===== src/rtl/evcap_pkg.sv =====
package evcap_pkg;
  localparam int DEF_CNT_W  = 24;
  localparam int DEF_STAGES = 2;

  function automatic logic is_rise(input logic prev, input logic cur);
    return cur & ~prev;
  endfunction
endpackage


===== src/rtl/evcap_sync.sv =====
module evcap_sync
  import evcap_pkg::*;
#(
  parameter int STAGES = DEF_STAGES
) (
  input  logic clk,
  input  logic rst_n,
  input  logic din,
  output logic level,
  output logic rise
);
  logic [STAGES-1:0] chain;
  logic              prev;

  always_ff @(posedge clk or negedge rst_n) begin
    if (!rst_n) begin
      chain <= '0;
      prev  <= 1'b0;
    end else begin
      chain <= {chain[STAGES-2:0], din};
      prev  <= chain[STAGES-1];
    end
  end

  assign level = chain[STAGES-1];
  assign rise  = is_rise(prev, level);

  // a qualified edge never repeats on the next cycle
  p_single_rise_r3: assert property (@(posedge clk) disable iff (!rst_n)
    rise |=> !rise);
endmodule


===== src/rtl/evcap_counter.sv =====
module evcap_counter #(
  parameter int W = 24
) (
  input  logic         clk,
  input  logic         rst_n,
  output logic [W-1:0] q,
  output logic         wrap
);
  function automatic logic [W-1:0] next_val(input logic [W-1:0] v);
    return v + 1'b1;
  endfunction

  always_ff @(posedge clk or negedge rst_n) begin
    if (!rst_n) q <= '0;
    else        q <= next_val(q);
  end

  assign wrap = (q == '1);

  p_incr_r1: assert property (@(posedge clk) disable iff (!rst_n)
    !wrap |=> (q == $past(q) + 1'b1));
  p_wrap_zero_r6: assert property (@(posedge clk) disable iff (!rst_n)
    wrap |=> (q == '0));
endmodule


===== src/rtl/evcap_top.sv =====
module evcap_top
  import evcap_pkg::*;
#(
  parameter int CNT_W  = DEF_CNT_W,
  parameter int STAGES = DEF_STAGES
) (
  input  logic             clk_ref,
  input  logic             clr_n,
  input  logic             event_in,
  input  logic             host_ack,
  output logic [CNT_W-1:0] snap_count,
  output logic             snap_ready,
  output logic             wrap_flag,
  output logic             overrun_flag
);
  logic [CNT_W-1:0] count;
  logic             wrap_now;
  logic             evt_level;
  logic             cap_fire;
  logic             lost_value;

  evcap_sync #(.STAGES(STAGES)) u_sync (
    .clk   (clk_ref),
    .rst_n (clr_n),
    .din   (event_in),
    .level (evt_level),
    .rise  (cap_fire)
  );

  evcap_counter #(.W(CNT_W)) u_cnt (
    .clk   (clk_ref),
    .rst_n (clr_n),
    .q     (count),
    .wrap  (wrap_now)
  );

  assign lost_value = cap_fire & snap_ready & ~host_ack;

  always_ff @(posedge clk_ref or negedge clr_n) begin
    if (!clr_n) begin
      snap_count   <= '0;
      snap_ready   <= 1'b0;
      wrap_flag    <= 1'b0;
      overrun_flag <= 1'b0;
    end else begin
      if (cap_fire) snap_count <= count;
      if (cap_fire)      snap_ready <= 1'b1;
      else if (host_ack) snap_ready <= 1'b0;
      if (wrap_now)      wrap_flag <= 1'b1;
      else if (host_ack) wrap_flag <= 1'b0;
      if (lost_value)    overrun_flag <= 1'b1;
      else if (host_ack) overrun_flag <= 1'b0;
    end
  end

  p_capture_r2: assert property (@(posedge clk_ref) disable iff (!clr_n)
    cap_fire |=> (snap_count == $past(count)));
  p_fire_needs_level_r3: assert property (@(posedge clk_ref) disable iff (!clr_n)
    cap_fire |-> evt_level);
  p_hold_r4: assert property (@(posedge clk_ref) disable iff (!clr_n)
    !cap_fire |=> $stable(snap_count));
  p_ready_r5: assert property (@(posedge clk_ref) disable iff (!clr_n)
    cap_fire |=> snap_ready);
  p_wrap_flag_r6: assert property (@(posedge clk_ref) disable iff (!clr_n)
    wrap_now |=> wrap_flag);
  p_overrun_r7: assert property (@(posedge clk_ref) disable iff (!clr_n)
    lost_value |=> overrun_flag);
endmodule


===== config.mk =====
export PLATFORM = sky130hd
export DESIGN_NAME = evcap_top
export DESIGN_NICKNAME = d
export VERILOG_FILES = /design/src/rtl/evcap_pkg.sv /design/src/rtl/evcap_sync.sv /design/src/rtl/evcap_counter.sv /design/src/rtl/evcap_top.sv
export SDC_FILE = /design/constraint.sdc
export NUM_CORES = 1
export LEC_CHECK = 0
export BUFFER_PORTS_ARGS = -buffer_cell sky130_fd_sc_hd__clkbuf_2
export CAP_MARGIN = 40
export CELL_PAD_IN_SITES_DETAIL_PLACEMENT = 2
export CELL_PAD_IN_SITES_GLOBAL_PLACEMENT = 2
export CORE_AREA = 2 2 75 77
export CTS_CLUSTER_SIZE = 20
export DETAILED_ROUTE_END_ITERATION = 16
export DIE_AREA = 0 0 77 79
export GPL_ROUTABILITY_DRIVEN = 0
export PLACE_DENSITY_LB_ADDON = 0.1
export SETUP_SLACK_MARGIN = 0.02
export SYNTH_ARGS = -nofsm -noshare
export SYNTH_HDL_FRONTEND = slang
export SYNTH_SLANG_ARGS = --single-unit

===== constraint.sdc =====
create_clock -name clk_ref -period 1.9 [get_ports clk_ref]
set_input_delay 0.095 -clock clk_ref [delete_from_list [all_inputs] [get_ports clk_ref]]
set_output_delay 0.095 -clock clk_ref [all_outputs]
set_load 0.03 [all_outputs]

==> impl_metrics.tcl <==
set metrics [dict create \
    status "finished, final reports clean" \
    rsz0062_at_grt "no" \
    cts.repair.resized 0 \
    timing.hold.ws_ns 0.357 \
    synth_cell_types 19 \
    grt_max_degree 55 \
    synth_nets 159 \
    ys_seq_area_frac 0.644 \
    critical_path.top_delay_family "simple AND/OR/NAND/NOR gates" \
    antenna_cells 0 \
    synth.avg_cell_area_um2 13.6 \
    r2r_start "u_cnt.q[0]" \
    tightest_slew_ns 0.662 \
    cts_tree "built" \
    syn_area_um2 2100 \
    dieWidth_um 77 \
    start_util 0.393 \
    hold_class "flip-flop to flip-flop" \
    coreArea_um2 5340 \
    cp-start-kind "flip-flop" \
    drt_iter0_drc 28 \
    synthCells 154 \
    cts_buffers 5 \
    htreeDepth 2 \
    path_cells "ha_1 > nand2_1 > nor2_2 > nand4_1 > xnor2_1" \
    worst_ir_drop_vdd_mv 0.415 \
    worst_slack_ns 0.351 \
    pwr_density_cell_nw_per_um2 768 \
    setup_viol 0 \
    cts-hold-fix-buffers 3 \
    place_ws_ns 0.358 \
    drtPass1Iterations 4 \
    power.total_mw 1.88 \
    cp_max_fo 9 \
    cp-end-kind "flip-flop" \
    fmax_mhz 645 \
    utilization 0.458 \
    grt_pass1_vias 1490 \
    ys_ff_latch 54 \
    holdPathStages 0 \
    syn2layout_area_growth_pct 16.5 \
    crit_slowest_cell "dfrtp_1" \
    required_ns 2.09 \
    skew_ns 0.00730 \
    synth-edff-count 0 \
    clk_pin_slew_worst_paths_ns 0.09 \
    ant_nets 0 \
    multi_input_area_um2 718 \
    final_common_cell "dfrtp_1" \
    wire_per_inst_um 15.6 \
    hold_path_end "u_sync.chain[1]" \
    io_buffer_count 30 \
    arrival_ns 1.74 \
    fillers 560 \
    post-route-drc-count 0 \
    slew_headroom 0.558 \
    grt_pass1_wl_um 7470 \
    layout_common_cells "54 x dfrtp_1, 30 x clkbuf_2, 23 x mux2_2" \
    reg2reg_setup_slack_ns 0.35 \
    regArea_um2 1350 \
    worstReg2RegEnd "u_cnt.q[10]" \
    reg2regPathDepth 5 \
    clock_latency_ns 0.30 \
    tns_ns 0 \
    dp_hpwl_um 2860 \
    via_per_inst 4.92 \
    yosysWarnings 0 \
    drive_above_1_share 0.342 \
    vias 1303 \
    nets 198 \
    clock_sinks 54 \
    track_usage 0.158 \
    cpPeakStageDelay_ns 0.40 \
    min_from "u_sync.chain[0]" \
    wl_um 4150 \
    cp.depth 5 \
    cts_root_buf "clkbuf_8" \
    post-cts-setup-buffer-count 0 \
    slew_viol_final 0 \
    final_hold_viol_count 0 \
    critPathKind "flip-flop to flip-flop" \
    dieArea_um2 6080 \
    dieHeight_um 79 \
    ys_dominant_reg_cell "dfrtp_1" \
    power.leakage_nw 1.21 \
    max_cap_viol_count 0 \
    grt_overflow_total 0 \
    fin_crit_sh 0.815 \
    cts_buffer_depth 2 \
    antenna_found_initial 0 \
    critPathBufInv 0 \
    num_rows 27 \
    async_flop_share 1.00 \
    fin_crit_ns 1.55 \
    ios 31 \
]
[worst max-delay path by stage]
stage | start | endpoint
finish | u_cnt.q[0] | u_cnt.q[10]
global route | u_cnt.q[0] | u_cnt.q[18]
CTS | u_cnt.q[0] | u_cnt.q[10]
detailed placement | u_cnt.q[0] | u_cnt.q[10]
global placement | u_cnt.q[3] | u_cnt.q[10]
floorplan | u_cnt.q[7] | u_cnt.q[21]
[cells in the mapped netlist, drive strengths merged (2+ instances only)]
cell / instances / area, µm²
dfrtp: 54 / 1350
mux2: 23 / 259
xnor2: 17 / 149
nand3: 12 / 60.1
nor2: 10 / 42.5
nand2: 9 / 33.8
nand4: 8 / 56.3
xor2: 5 / 43.8
inv: 4 / 15.0
buf: 3 / 15.0
o21ai: 3 / 15.0
and3: 2 / 13.8
[cell families after synthesis]
family / share of synthesized area
buffers and inverters: 0.0143
and+or+nand+nor: 0.114
xor gates and xnor gates: 0.0918
adders and majority gates: 0.00596
DFF: 0.644
AOI/OAI and AO/OA: 0.00715
muxes: 0.123
[area by class of cell]
type	instances	share of cell area
Sequential cell	54	0.552
Multi-Input combinational cell	93	0.294
Timing Repair Buffer	35	0.0798
Tap cell	72	0.0368
Clock buffer	7	0.0312
Inverter	4	0.00614
[state kept, by name, summed over array words and instances (netlist names)]
signal	flops
snap_count	24
u_cnt.q	24
u_sync.chain	2
overrun_flag	1
snap_ready	1
u_sync.prev	1
wrap_flag	1
[power breakdown]
part / internal, mW / switching [mW]
clock: 0.255 / 0.344
sequential: 1.16 / 0.00811
combinational: 0.0334 / 0.0732
[stage by stage]
| step | area [µm²] | cells |
|---|---|---|
| after floorplan | 2100 | 154 |
| after global placement | 2340 | 255 |
| after detailed placement | 2340 | 255 |
| after CTS | 2450 | 265 |
| after global routing | 2450 | 265 |
| final | 2450 | 265 |
[metal layers]
metal | vias up | global-route usage | wire length, µm
met5 | - | 0 | 0
met4 | 0 | 0.0696 | 68
met3 | 5 | 0.0307 | 122
met2 | 21 | 0.277 | 2180
met1 | 680 | 0.191 | 1780
li1 | 597 | - | -
(Power assumes the default switching activity.)
